$ cat config.mk
export PLATFORM = sky130hd
export DESIGN_NAME = dbl_shift_unit
export DESIGN_NICKNAME = d
export VERILOG_FILES = /design/src/rtl/dsu_pkg.sv /design/src/rtl/dsu_left_path.sv /design/src/rtl/dsu_right_path.sv /design/src/rtl/dsu_flag_gen.sv /design/src/rtl/dbl_shift_unit.sv
export SDC_FILE = /design/constraint.sdc
export NUM_CORES = 1
export LEC_CHECK = 0
export BUFFER_PORTS_ARGS = -buffer_cell sky130_fd_sc_hd__buf_2
export CORE_UTILIZATION = 45
export DETAILED_ROUTE_END_ITERATION = 12
export SYNTH_ARGS = -nofsm -noshare
export SYNTH_HDL_FRONTEND = slang
export SYNTH_HIERARCHICAL = 1
export SYNTH_SLANG_ARGS = --single-unit
$ cat constraint.sdc
create_clock -name vclk -period 15.57
set_input_delay 3.114 -clock vclk [all_inputs]
set_output_delay 3.114 -clock vclk [all_outputs]
set_load 0.02 [all_outputs]
$ cat src/rtl/dsu_pkg.sv
// Package dsu_pkg
// Shared constants for the double-precision funnel shift unit: the
// positions of each flag inside the flag vector and a parity helper.
// Assumes the flag vector is 6 bits wide with carry in bit 0.
package dsu_pkg;

    localparam int FLAG_W  = 6;
    localparam int FL_CARRY = 0;
    localparam int FL_PAR   = 1;
    localparam int FL_AUX   = 2;
    localparam int FL_ZERO  = 3;
    localparam int FL_SIGN  = 4;
    localparam int FL_OVF   = 5;

    // Number of low result bits that take part in the parity flag.
    localparam int PAR_BITS = 8;

    // Even-parity indicator: 1 when the low PAR_BITS bits hold an even count of ones.
    function automatic logic even_par(input logic [PAR_BITS-1:0] v);
        return ~^v;
    endfunction

endpackage

$ cat src/rtl/dsu_left_path.sv
// Module dsu_left_path
// Left funnel shift. It joins {dst, src}, shifts left by n and keeps the
// upper word. For n above W it also folds the destination back in behind
// the source. The carry is the last bit shifted out of the funnel top.
// Assumes n is already masked to $clog2(2*W) bits; the output for n = 0
// is not used by the caller.
module dsu_left_path #(
    parameter int W = 16,
    localparam int FW = 2 * W,
    localparam int NW = $clog2(FW)
) (
    input  logic [W-1:0]  dst,
    input  logic [W-1:0]  src,
    input  logic [NW-1:0] n,
    output logic [W-1:0]  res,
    output logic          carry
);

    localparam logic [NW-1:0] W_N = NW'(W);

    logic [FW-1:0] joined;
    logic [FW-1:0] shifted;
    logic [FW-1:0] folded;
    logic [NW-1:0] out_idx;

    // Join the operands and shift the funnel by the masked count.
    always_comb begin
        joined  = {dst, src};
        shifted = joined << n;
        folded  = {{W{1'b0}}, dst} << (n - W_N);
    end

    // Pick the upper word; add the wrapped destination bits for long counts.
    always_comb begin
        if (n > W_N)
            res = shifted[FW-1:W] | folded[FW-1:W];
        else
            res = shifted[FW-1:W];
    end

    // Bit index FW-n, computed modulo FW inside NW bits.
    always_comb begin
        out_idx = NW'(0) - n;
        carry   = joined[out_idx];
    end

endmodule

$ cat src/rtl/dsu_right_path.sv
// Module dsu_right_path
// Right funnel shift. It joins {src, dst}, shifts right by n and keeps the
// lower word. For n above W the destination is wrapped back above the
// source. The carry is destination bit n-1, and reads 0 past the word.
// Assumes n is already masked; the output for n = 0 is not used.
module dsu_right_path #(
    parameter int W = 16,
    localparam int FW = 2 * W,
    localparam int NW = $clog2(FW),
    localparam int IW = $clog2(W)
) (
    input  logic [W-1:0]  dst,
    input  logic [W-1:0]  src,
    input  logic [NW-1:0] n,
    output logic [W-1:0]  res,
    output logic          carry
);

    localparam logic [NW-1:0] W_N = NW'(W);

    logic [FW-1:0] joined;
    logic [FW-1:0] shifted;
    logic [FW-1:0] folded;
    logic [NW-1:0] wrap_amt;
    logic [NW-1:0] last_idx;

    // Join the operands and shift the funnel right by the masked count.
    always_comb begin
        joined   = {src, dst};
        shifted  = joined >> n;
        wrap_amt = NW'(0) - n;
        folded   = {{W{1'b0}}, dst} << wrap_amt;
    end

    // Pick the lower word; add the wrapped destination bits for long counts.
    always_comb begin
        if (n > W_N)
            res = shifted[W-1:0] | folded[W-1:0];
        else
            res = shifted[W-1:0];
    end

    // Last destination bit shifted out, or 0 once the count passes the word.
    always_comb begin
        last_idx = n - NW'(1);
        if (n <= W_N)
            carry = dst[last_idx[IW-1:0]];
        else
            carry = 1'b0;
    end

endmodule

$ cat src/rtl/dsu_flag_gen.sv
// Module dsu_flag_gen
// Builds the outgoing flag vector. When the operation is live, the flags
// come from the result, the carry and the direction-specific overflow.
// Otherwise the incoming flags pass through unchanged.
// Assumes the flag layout given in dsu_pkg.
module dsu_flag_gen
    import dsu_pkg::*;
#(
    parameter int W = 16
) (
    input  logic              live,
    input  logic              dir_right,
    input  logic [W-1:0]      res,
    input  logic              carry,
    input  logic [FLAG_W-1:0] flags_in,
    output logic [FLAG_W-1:0] flags_out
);

    logic ovf;

    // Overflow rule: left uses carry vs top bit, right uses the top two bits.
    always_comb begin
        if (dir_right)
            ovf = res[W-1] ^ res[W-2];
        else
            ovf = carry ^ res[W-1];
    end

    // Assemble fresh flags or hold the incoming ones.
    always_comb begin
        if (live) begin
            flags_out           = '0;
            flags_out[FL_CARRY] = carry;
            flags_out[FL_PAR]   = even_par(res[PAR_BITS-1:0]);
            flags_out[FL_AUX]   = 1'b0;
            flags_out[FL_ZERO]  = (res == '0);
            flags_out[FL_SIGN]  = res[W-1];
            flags_out[FL_OVF]   = ovf;
        end else begin
            flags_out = flags_in;
        end
    end

endmodule

$ cat src/rtl/dbl_shift_unit.sv
// Module dbl_shift_unit
// Top of the double-precision funnel shift unit. It masks the count, runs
// the left and right funnel paths, selects by direction, and produces the
// result, flags and write-enable. It is purely combinational and needs no
// clock or reset. Assumes W is at least PAR_BITS and a power of two.
module dbl_shift_unit
    import dsu_pkg::*;
#(
    parameter int W     = 16,
    parameter int CNT_W = 8,
    localparam int FW   = 2 * W,
    localparam int NW   = $clog2(FW)
) (
    input  logic              dir_right_i,
    input  logic [W-1:0]      dst_i,
    input  logic [W-1:0]      src_i,
    input  logic [CNT_W-1:0]  cnt_i,
    input  logic [FLAG_W-1:0] flags_i,
    output logic [W-1:0]      result_o,
    output logic [FLAG_W-1:0] flags_o,
    output logic              wr_en_o
);

    logic [NW-1:0] n;
    logic          live;
    logic [W-1:0]  res_l;
    logic [W-1:0]  res_r;
    logic          cy_l;
    logic          cy_r;
    logic [W-1:0]  res_sel;
    logic          cy_sel;

    // Keep only the low count bits; a zero count makes the operation inert.
    always_comb begin
        n    = cnt_i[NW-1:0];
        live = (n != '0);
    end

    dsu_left_path #(.W(W)) u_left (
        .dst   (dst_i),
        .src   (src_i),
        .n     (n),
        .res   (res_l),
        .carry (cy_l)
    );

    dsu_right_path #(.W(W)) u_right (
        .dst   (dst_i),
        .src   (src_i),
        .n     (n),
        .res   (res_r),
        .carry (cy_r)
    );

    // Select the path named by the direction input.
    always_comb begin
        res_sel = dir_right_i ? res_r : res_l;
        cy_sel  = dir_right_i ? cy_r  : cy_l;
    end

    dsu_flag_gen #(.W(W)) u_flags (
        .live      (live),
        .dir_right (dir_right_i),
        .res       (res_sel),
        .carry     (cy_sel),
        .flags_in  (flags_i),
        .flags_out (flags_o)
    );

    // Drive the outputs; an inert operation returns the destination as-is.
    always_comb begin
        result_o = live ? res_sel : dst_i;
        wr_en_o  = live;
    end

endmodule

# ---- Yosys cells after proc, flatten, opt, wreduce, memory -nomap -nowiden
# Cells that the tools add are included.
dict set report op_classes {
  n_mux 12
  n_reduce_logical 3
  bitwise_logic 4
  add_sub_neg 3
  magnitude_cmp 4
  shift 4
}
# operator count
set op_table {}
lappend op_table {{$mux W16} 4}
lappend op_table {{$or A16 B16 Y16} 2}
lappend op_table {{$shl A16 B5 Y32} 1}
lappend op_table {{$shl A32 B5 Y32} 1}
lappend op_table {{$shr A32 B5 Y16} 1}
lappend op_table {{$logic_not A16 Y1} 1}
lappend op_table {{$shl A16 B5 Y16} 1}
lappend op_table {{$reduce_xnor A8 Y1} 1}
lappend op_table {{$lt A5 B6 Y1 const B} 1}
lappend op_table {{$mux W6} 1}
lappend op_table {{$bmux W1 S5} 1}
lappend op_table {{$gt A5 B5 Y1 const B} 1}
lappend op_table {{$le A5 B5 Y1 const B} 1}
lappend op_table {{$lt A4 B5 Y1 const B} 1}
lappend op_table {{$mux W1} 5}
lappend op_table {{$reduce_bool A5 Y1} 1}
lappend op_table {{$sub A1 B5 Y5 const A} 1}
lappend op_table {{$sub A5 B5 Y5 const B} 1}
lappend op_table {{$bmux W1 S4} 1}
lappend op_table {{$sub A4 B1 Y4 const B} 1}
lappend op_table {{$xor A1 B1 Y1} 2}
dict set report totals {
  word_cells 30
  in_bits 47
  output_inout_bits 23
  regBits 0
}

# ---- Longest topological paths before layout
# Gate-level depths: netlist of the first run.
dict set report logic_depth {
  ltp_word 8
  mapped_depth 19
  ltp_nobuf 15
}

# ---- By module
# Netlist of the first run, hierarchy kept.
# module n_inst cells_each area_per_inst_um2
set modules_own_cells {}
lappend modules_own_cells {dsu_right_path 1 321 2740.1}
lappend modules_own_cells {dsu_left_path 1 231 2054.5}
lappend modules_own_cells {dbl_shift_unit 1 39 470.5}
lappend modules_own_cells {dsu_flag_gen 1 29 240.2}

# ---- Least setup slack after synthesis of the first run
# No wires, ideal clock.
dict set report synth_path {
  path_kind {input port to output port}
  start {input cnt_i[0]}
  end {output flags_o[3]}
  path_stages 19
  slack_ns 5.589
  arrival_time_ns 6.867
  cell_sequence {buf_6 > buf_8 > inv_1 > clkbuf_1 > buf_1 > ha_1 > nand3_1 > ha_1 > and2_1 > mux4_1 > mux2_2 > a21oi_1 > o21ai_0 > mux2_2 > inv_1 > ha_1 > nor4b_2 > nand3_1 > o41ai_2}
}
dict set report synth_between {
  elab_chain_len 7
}
# element line
set synth_rtl {}
lappend synth_rtl {{start: declaration} dbl_shift_unit.sv:17} ;# input logic [CNT_W-1:0] cnt_i,
lappend synth_rtl {{$sub A5 B5 Y5} dsu_left_path.sv:30} ;# folded = {{W{1'b0}}, dst} << (n - W_N);
lappend synth_rtl {{$shl A16 B5 Y32} dsu_left_path.sv:30}
lappend synth_rtl {{$or A16 B16 Y16} dsu_left_path.sv:36} ;# res = shifted[FW-1:W] | folded[FW-1:W];
lappend synth_rtl {{$mux W16 (*)} dsu_left_path.sv:35} ;# if (n > W_N)
lappend synth_rtl {{via res_l[6]} dbl_shift_unit.sv:26} ;# logic [W-1:0] res_l;
lappend synth_rtl {{$mux W16 (*)} dbl_shift_unit.sv:57} ;# res_sel = dir_right_i ? res_r : res_l;
lappend synth_rtl {{via res_sel[6]} dbl_shift_unit.sv:30} ;# logic [W-1:0] res_sel;
lappend synth_rtl {{$logic_not A16 Y1 (*)} dsu_flag_gen.sv:36} ;# flags_out[FL_ZERO] = (res == '0);
lappend synth_rtl {{$mux W6 (*)} dsu_flag_gen.sv:31} ;# if (live) begin
lappend synth_rtl {{end: declaration} dbl_shift_unit.sv:20} ;# output logic [FLAG_W-1:0] flags_o,
# Mark *: on every way through the listed nets, which the timed path passes. The rest lies on a longest branch.

# ---- Worst setup path after layout of the first run
dict set report layout_path {
  start {input cnt_i[0]}
  end {output flags_o[1]}
}
dict set report layout_between {
  elab_chain_len 7
}
# element line
set layout_rtl {}
lappend layout_rtl {{$sub A1 B5 Y5} dsu_right_path.sv:31} ;# wrap_amt = NW'(0) - n;
lappend layout_rtl {{$shl A16 B5 Y16} dsu_right_path.sv:32} ;# folded = {{W{1'b0}}, dst} << wrap_amt;
lappend layout_rtl {{$or A16 B16 Y16} dsu_right_path.sv:38} ;# res = shifted[W-1:0] | folded[W-1:0];
lappend layout_rtl {{$mux W16 (*)} dsu_right_path.sv:37} ;# if (n > W_N)
lappend layout_rtl {{via res_r[6]} dbl_shift_unit.sv:27} ;# logic [W-1:0] res_r;
lappend layout_rtl {{$mux W16 (*)} dbl_shift_unit.sv:57}
lappend layout_rtl {{via res_sel[6]} dbl_shift_unit.sv:30}
lappend layout_rtl {{$reduce_xnor A8 Y1 (*)} dsu_pkg.sv:20} ;# return ~^v;
lappend layout_rtl {{$mux W6 (*)} dsu_flag_gen.sv:31}
# Marked as above.

==> flow_summary_export.csv, run 1 <==
group,metric,value,unit
critical_path,crit_top_cell,"mux2_2",
floorplanning,fp.coreArea,12000,um^2
final_layout,layout_common_cells,"nand2_1 (75), mux2i_1 (73), mux2_2 (71)",
critical_path,cp-start-kind,"input pin",
critical_path,cp_slowest_cell,"ha_1",
synthesis,syn-cell-area,5510,um^2
synthesis,synth_top_area_cell,"mux4_2",
worst_hold_path,hold_path_class,"in2out",
final_layout,layout-drive-gt1-share,34.2,%
final_layout,nNetsFinal,692,
critical_path,critPathMaxStageDelay,1000,ps
final_layout,n_antenna_cell,0,
power,seq_power_share,0,%
placed_design,gp_congestion,0.888,
drt,vias,5581,
placed_design,dp_hpwl,13600,um
grt,grt_overflow,0,
sta,maxSlewViolCount,0,
grt,grt_max_degree,65,
flow_run,drv_cap,0,
floorplanning,dieArea,12700,um^2
drt,drtAntennaViolNets,0,
sta,relSlewSlack,42.2,%
power,clkPwrFrac,0,%
drt,dr.pass1.iters,6,
drt,drt_iter0_drc,750,
critical_path,crit_fanout,58,
sta,fin_hold_ws,6580,ps
sta,worst_slew_pin_slew,867,ps
drt,wl_per_cell,25.5,um
grt,antenna_found_initial,0,
critical_path,cp_num_buf_inv,5,
sta,finalHoldViolations,0,
sta,timing.setup.tns,0,ps
sta,timing.final.crit_share,73.4,%
sta,setup-violations-final,0,
final_layout,final_common_cell,"nand2_1",
drt,drc,0,
clock_tree,post_cts_resize_count,0,
floorplanning,die_w,113,um
sta,min_period,11430,ps
power,swShare,56.0,%
critical_path,worstPathArrival,8310,ps
placed_design,portBuffers,67,
drt,viasPerCell,7.15,
critical_path,required,12460,ps
grt,grt_pass1_vias,5263,
synthesis,yosys_warnings,6,
power,pwr-share-comb,100.0,%
floorplanning,initial_core_util,46.0,%
synthesis,mappedNetlistNets,676,
synthesis,synth_area_leaders,"mux4_2 (20%), mux2_2 (15%), mux2i_1 (13%)",
clock_tree,cts_setup_buffers,0,
power,leakagePower,2.33,nW
final_layout,regArea,0,um^2
sta,rsz0062_at_grt,"no",
synthesis,synth_top_area_share,20.0,%
grt,grt_pass1_wl,30800,um
critical_path,cpLargestDelayFamily,"buffers and inverters",
synthesis,syn_inst,620,
critical_path,path_cells,"buf_4, buf_4, inv_2, ha_1, mux2_2, mux4_2, a221o_1, mux2_2, inv_1, ha_1, xnor2_1, xnor2_1, mux2_2, buf_2",
drt,wl,19900,um
floorplanning,num_rows,40,
critical_path,worstSetupPathType,"in2out",
critical_path,crit_path_end_kind,"output pin",
final_layout,final.clkbuf_count,0,
sta,max_freq,87.5,MHz
status,status,"completed",
floorplanning,die_y,113,um
final_layout,area_delta_synth_final,3.18,%
power,power.internal,0.115,mW
floorplanning,ioPinCount,70,
synthesis,yosysSeqAreaShare,0,%
synthesis,syn_area_per_cell,8.88,um^2
clock_tree,postCtsHoldBufs,0,
grt,grt_usage,31.5,%
final_layout,seq_cells,0,
synthesis,ys_types,67,
power,p_per_area,46.0,nW/um^2
power,p_total,0.261,mW
power,ir_worst_vdd,0.0000314,V
power,switching_power,0.146,mW
==> synth_stat cells (13+ instances only) <==
master	instances
nand3_1	18
mux4_2	49
mux2i_1	73
mux2_2	71
a21oi_1	19
nand2_1	75
nor2_1	37
mux2_4	13
buf_2	23
inv_1	16
o21ai_0	35
==> worst paths after layout <==
path / from / end / slack (ps) / cells past startpoint
setup / recovery: cnt_i[0] / flags_o[1] / 4140 / 14
hold / removal: flags_i[4] / flags_o[4] / 6580 / 3
==> cells by family after synthesis <==
logic type	after synthesis	synth area share [%]
multiplexers	219	56.8
AND/OR/NAND/NOR	180	15.4
AO/OA/AOI/OAI	125	15.6
buffers and inverters	77	8.43
XOR/XNOR	10	1.73
adder cells (fa/ha/maj)	9	2.05
==> power groups by stage <==
| stage | registers [mW] | clock network, mW | logic, mW |
|---|---|---|---|
| after CTS | 0 | 0 | 0.257 |
| after floorplan | 0 | 0 | 0.190 |
| after detailed placement | 0 | 0 | 0.256 |
| after global routing | 0 | 0 | 0.278 |
| after global placement | 0 | 0 | 0.254 |
| final | 0 | 0 | 0.261 |
==> per-layer routing <==
| layer | GRT usage, % | part of all wire [%] | wire, um | vias up |
|---|---|---|---|---|
| li1 | - | - | - | 2469 |
| met1 | 44.8 | 41 | 8230 | 2722 |
| met2 | 51.1 | 46 | 9190 | 335 |
| met3 | 2.21 | 8.9 | 1770 | 55 |
| met4 | 9.42 | 3.7 | 731 | 0 |
| met5 | 0 | 0 | 0 | - |
==> cell type report <==
class | instances | area (um^2)
Multi-Input combinational cell | 543 | 5040
Inverter | 18 | 67.6
Tap cell | 147 | 184
Fill cell | 1164 | 6280
Timing Repair Buffer | 73 | 388
==> through the flow <==
step / instances / cell area [um^2] / worst slack [ps] / util (%)
after global placement: 781 / 5680 / 4240 / 47.5
final: 781 / 5680 / 4140 / 47.5
after detailed placement: 781 / 5680 / 4180 / 47.5
after floorplan: 620 / 5510 / 5590 / -
after global routing: 781 / 5680 / 3910 / 47.5
after CTS: 781 / 5680 / 4190 / 47.5
Note: power is estimated with default switching activity, not from simulation.
==> run 2: changes to the inputs <==
--- a/config.mk
+++ b/config.mk
@@ -5,9 +5,11 @@
 export SDC_FILE = /design/constraint.sdc
 export NUM_CORES = 1
 export LEC_CHECK = 0
+export ABC_AREA = 1
 export BUFFER_PORTS_ARGS = -buffer_cell sky130_fd_sc_hd__buf_2
 export CORE_UTILIZATION = 45
 export DETAILED_ROUTE_END_ITERATION = 12
+export PLACE_DENSITY = 0.65
 export SYNTH_ARGS = -nofsm -noshare
 export SYNTH_HDL_FRONTEND = slang
 export SYNTH_HIERARCHICAL = 1
==> constraint.sdc (replaced) <==
create_clock -name vclk -period 10.7
set_input_delay 2.14 -clock vclk [all_inputs]
set_output_delay 2.14 -clock vclk [all_outputs]
set_load 0.02 [all_outputs]
==> run 2 against run 1 <==
Compared with the run above: hold slack got worse by 2000 ps; wire length increased by 5.1%; global-route usage grew 4.2 points; critical path depth grew 8; cell count grew 55%; total power grew 27%; via count rose by 37%; sequential share of layout area unchanged; synthesized cell count rose by 71%; critical path type unchanged; largest cell class unchanged.
==> flow_summary_export.csv, run 2 <==
group,metric,value,unit
final_layout,finalNonFillerCells,1208,
synthesis,synth_top_area_share,41.2,%
synthesis,synth_area_leaders,"nand3_1 (41%), nand2_1 (28%), inv_1 (4.9%)",
final_layout,area_delta_synth_final,2.60,%
clock_tree,cts_setup_buffers,0,
floorplanning,dieArea,11600,um^2
placed_design,portBuffers,67,
drt,wl,20900,um
worst_hold_path,min_to,"flags_o[2]",
critical_path,worstPathArrival,6270,ps
sta,relSlewSlack,30.2,%
critical_path,path_cells,"buf_2, buf_4, inv_8, ha_1, inv_1, nand3_1, nand3_1, and2_1, nor2_1, nor2_1, nand2_1, nand2_1, o21ai_0, inv_1, ha_1, inv_1, nand2_1, nand2_1, nand2_1, nand3_1, nand2_1, buf_2",
floorplanning,die_w,108,um
synthesis,syn-cell-area,5010,um^2
drt,drc,0,
final_layout,final.clkbuf_count,0,
power,power.internal,0.100,mW
grt,antenna_found_initial,0,
critical_path,crit_top_cell,"nand2_1",
final_layout,fin_util,47.4,%
synthesis,yosys_warnings,6,
critical_path,crit_fanout,36,
power,seq_power_share,0,%
sta,finalWorstSetupSlack,2290,ps
critical_path,worstSetupPathType,"in2out",
power,switching_power,0.231,mW
sta,setup-violations-final,0,
power,leakagePower,2.84,nW
final_layout,nNetsFinal,1126,
sta,rsz0062_at_grt,"no",
grt,grt_pass1_wl,33100,um
final_layout,n_antenna_cell,0,
sta,min_period,8410,ps
final_layout,seq_cells,0,
synthesis,synth_commonest_cells,"nand3_1 (413), nand2_1 (375), inv_1 (66), nor2_1 (34), o21ai_0 (28)",
grt,grt_usage,35.7,%
final_layout,layout-drive-gt1-share,8.43,%
critical_path,required,8560,ps
critical_path,cp-start-kind,"input pin",
floorplanning,ioPinCount,70,
status,status,"completed",
sta,timing.setup.tns,0,ps
critical_path,cpLargestDelayFamily,"buffers and inverters",
synthesis,mappedNetlistNets,1119,
sta,finalHoldViolations,0,
power,pwr-share-comb,100.0,%
drt,wl_per_cell,17.3,um
synthesis,yosysMostFrequentCell,"nand3_1",
final_layout,layout_common_cells,"nand3_1 (413), nand2_1 (375), buf_2 (67)",
power,p_per_area,64.4,nW/um^2
worst_hold_path,hold_path_class,"in2out",
drt,vias,7640,
synthesis,yosysSeqAreaShare,0,%
clock_tree,postCtsHoldBufs,0,
clock_tree,post_cts_resize_count,0,
power,swShare,69.8,%
sta,maxSlewViolCount,0,
worst_hold_path,holdPathStages,4,
grt,grt_max_degree,66,
worst_hold_path,min-delay-start,"flags_i[2]",
sta,worst_slew_pin_slew,1050,ps
floorplanning,die_y,108,um
synthesis,syn_area_per_cell,4.72,um^2
placed_design,place_ws,2490,ps
floorplanning,initial_core_util,46.2,%
critical_path,cp_slowest_cell,"ha_1",
floorplanning,num_rows,38,
final_layout,final_common_cell,"nand3_1",
final_layout,fillCellCount,1294,
critical_path,cp_num_buf_inv,7,
synthesis,ys_types,34,
placed_design,gp_congestion,0.974,
drt,viasPerCell,6.32,
floorplanning,fp.coreArea,10800,um^2
drt,dr.pass1.iters,7,
final_layout,regArea,0,um^2
sta,timing.final.crit_share,78.6,%
drt,drtAntennaViolNets,0,
critical_path,crit_path_end_kind,"output pin",
placed_design,dp_hpwl,15100,um
synthesis,synth_top_area_cell,"nand3_1",
power,clkPwrFrac,0,%
drt,drt_iter0_drc,1233,
placed_design,dp_cells,1208,
grt,grt_overflow,0,
grt,grt_pass1_vias,6563,
power,ir_worst_vdd,0.0000410,V
critical_path,critPathMaxStageDelay,710,ps
flow_run,drv_cap,0,
critical_path,crit_cells,22,
sta,max_freq,119,MHz
synthesis,syn_inst,1063,
==> run 2: changes by cell type after synthesis, sizes merged, moves of 15 or more <==
cell,change
inv,+55
mux2,-86
mux2i,-73
mux4,-59
nand2,+302
nand3,+398
nand4,+15
==> run 2: stage by stage <==
step / hold slack (ps) / instance area (um^2) / total power [mW]
after floorplan: 4400 / 5010 / 0.239
after global placement: 4580 / 5140 / 0.318
after detailed placement: 4590 / 5140 / 0.318
after CTS: 4590 / 5140 / 0.320
after global routing: 4620 / 5140 / 0.364
final: 4580 / 5140 / 0.331
==> run 2: how the worst max path moves through the flow <==
stage,to,slack (ps),start
4_1_cts,flags_o[1],2470,cnt_i[0]
3_3_place_gp,flags_o[1],2460,cnt_i[0]
3_5_place_dp,flags_o[1],2490,cnt_i[0]
5_1_grt,flags_o[1],2030,cnt_i[0]
6_report,flags_o[1],2290,cnt_i[0]
2_1_floorplan,flags_o[1],3960,cnt_i[1]
==> run 2: logic make-up after synthesis <==
kind of cell / share of synthesized area (%)
AOI/OAI and AO/OA: 5.27
xor gates and xnor gates: 1.15
adders and majority gates: 2.25
buffers and inverters: 14.1
muxes: 0.225
and+or+nand+nor: 77.0
==> run 2: cell type report <==
type	count	area (um^2)	area share (%)
multi-input combinational	921	4310	83.7
timing repair buffer	72	373	7.25
inverter	75	289	5.62
tap	140	175	3.41
==> run 2: metal layers <==
layer | vias to the layer above | wire length [um] | global-route usage, %
met3 | 94 | 2990 | 5.45
met5 | - | 0 | 0
li1 | 3611 | - | -
met2 | 608 | 8610 | 54.5
met4 | 0 | 1110 | 16.3
met1 | 3327 | 8210 | 48.9
==> run 2: power by group through the flow <==
stage | clock [mW] | sequential (mW) | combinational [mW]
2_1_floorplan | 0 | 0 | 0.239
3_3_place_gp | 0 | 0 | 0.318
3_5_place_dp | 0 | 0 | 0.318
4_1_cts | 0 | 0 | 0.320
5_1_grt | 0 | 0 | 0.364
6_report | 0 | 0 | 0.331
==> run 3: changes to the inputs <==
--- a/config.mk
+++ b/config.mk
@@ -9,7 +9,7 @@
 export BUFFER_PORTS_ARGS = -buffer_cell sky130_fd_sc_hd__buf_2
 export CORE_UTILIZATION = 45
 export DETAILED_ROUTE_END_ITERATION = 12
-export PLACE_DENSITY = 0.65
+export PLACE_DENSITY = 0.68
 export SYNTH_ARGS = -nofsm -noshare
 export SYNTH_HDL_FRONTEND = slang
 export SYNTH_HIERARCHICAL = 1
==> constraint.sdc (replaced) <==
create_clock -name vclk -period 7.7
set_input_delay 1.54 -clock vclk [all_inputs]
set_output_delay 1.54 -clock vclk [all_outputs]
set_load 0.02 [all_outputs]
==> run 3 against run 2 <==
Compared with the run above: cell count grew 0.66%; core utilization grew 0.55 points; global-route usage grew 0.55 points; setup slack lost 790 ps; wire length grew 0.62%; count of clock-buffer cells in the layout is the same; final area grew 1.2%; sequential share of layout area is the same; first-iteration DRC count grew 13%; critical path type unchanged; largest cell class unchanged; largest power group unchanged; highest routed layer unchanged.
==> flow_summary_export.csv, run 3 (synthesized netlist as in run 2, its figures left out) <==
group,metric,value,unit
worst_hold_path,min-delay-start,"flags_i[4]",
sta,relSlewSlack,34.4,%
floorplanning,die_y,108,um
drt,drt_iter0_drc,1397,
floorplanning,initial_core_util,46.2,%
grt,grt_usage,36.3,%
sta,timing.final.crit_share,80.5,%
final_layout,nNetsFinal,1134,
sta,min_period,6200,ps
drt,dr.pass1.iters,6,
final_layout,layout-drive-gt1-share,9.11,%
grt,grt_max_degree,74,
clock_tree,cts_setup_buffers,0,
drt,wl,21100,um
final_layout,layout_common_cells,"nand3_1 (413), nand2_1 (375), buf_2 (67)",
drt,vias,7672,
grt,grt_overflow,0,
final_layout,final_common_cell,"nand3_1",
floorplanning,ioPinCount,70,
final_layout,finalNonFillerCells,1216,
status,status,"completed",
power,p_per_area,89.0,nW/um^2
drt,wl_met2,8820,um
worst_hold_path,hold_path_class,"in2out",
drt,wl_per_cell,17.3,um
grt,grt_pass1_vias,6599,
worst_hold_path,holdPathStages,4,
sta,finalHoldViolations,0,
drt,drt-met1-wl,8160,um
sta,finalWorstSetupSlack,1500,ps
floorplanning,die_w,108,um
final_layout,area_delta_synth_final,3.79,%
placed_design,post_dp_cell_area,5200,um^2
sta,timing.setup.tns,0,ps
clock_tree,postCtsHoldBufs,0,
drt,viasPerCell,6.31,
floorplanning,num_rows,38,
drt,drtAntennaViolNets,0,
critical_path,worstPathArrival,4660,ps
placed_design,place_ws,1610,ps
placed_design,dp_hpwl,15100,um
sta,setup-violations-final,0,
floorplanning,dieArea,11600,um^2
drt,drc,0,
sta,maxSlewViolCount,0,
drt,met3_wirelength,2970,um
grt,grt_pass1_wl,33400,um
placed_design,portBuffers,67,
critical_path,crit_path_end_kind,"output pin",
sta,rsz0062_at_grt,"no",
final_layout,regArea,0,um^2
sta,max_freq,161,MHz
clock_tree,post_cts_resize_count,0,
critical_path,worstSetupPathType,"in2out",
critical_path,required,6160,ps
critical_path,crit_fanout,73,
placed_design,gp_congestion,1.06,
flow_run,drv_cap,0,
power,leakagePower,2.88,nW
placed_design,dp_cells,1216,
sta,worst_slew_pin_slew,980,ps
final_layout,seq_cells,0,
drt,top_layer,"met4",
grt,antenna_found_initial,0,
power,ir_worst_vdd,0.0000453,V
final_layout,n_antenna_cell,0,
final_layout,stdcell_area,5200,um^2
worst_hold_path,min_to,"flags_o[4]",
floorplanning,fp.coreArea,10800,um^2
final_layout,final.clkbuf_count,0,
critical_path,cp-start-kind,"input pin",
## run 3: layout make-up
class                           count  area [um^2]
Fill cell                        1276         5640
Multi-Input combinational cell    921         4310
Timing Repair Buffer               80          433
Inverter                           75          289
Tap cell                          140          175
## run 3: how the worst max path moves through the flow
stage	startpoint	end	slack (ps)	cells past startpoint
after global placement	cnt_i[0]	flags_o[1]	1630	20
after floorplan	cnt_i[1]	flags_o[1]	2160	26
after CTS	cnt_i[0]	flags_o[1]	1600	20
after global routing	cnt_i[0]	flags_o[1]	1230	20
after detailed placement	cnt_i[0]	flags_o[1]	1610	20
final	cnt_i[0]	flags_o[1]	1500	20
## run 3: per-layer routing
metal | global-route usage [%] | vias up
li1 | - | 3618
met1 | 49.9 | 3373
met2 | 53.6 | 586
met3 | 6.54 | 95
met4 | 18.1 | 0
met5 | 0 | -
## run 3: where the power goes
group | switching [mW] | internal (mW)
Sequential | 0 | 0
Combinational | 0.321 | 0.142
Clock | 0 | 0
Total | 0.321 | 0.142
## run 3: metrics by stage
stage                     utilization (%)  power, mW  hold WS (ps)
final                                48.0      0.463          3390
after floorplan                         -      0.332          3200
after global routing                 48.0      0.510          3420
after detailed placement             48.0      0.446          3390
after CTS                            48.0      0.448          3390
after global placement               48.0      0.443          3380
## run 3: worst max-delay path, stage by stage
cell and delay (ps):
buf_2 170, buf_4 670, nor3_1 160, nand2_1 90, nand2_1 270, nand3b_1 310, inv_1 110, nand2_1 80
nand3_1 160, nand2_1 110, o21ai_0 110, inv_1 90, ha_1 250, inv_1 80, nand2_1 50, nand2_1 50
nand2_1 50, nand3_1 70, nand2_1 50, buf_2 150
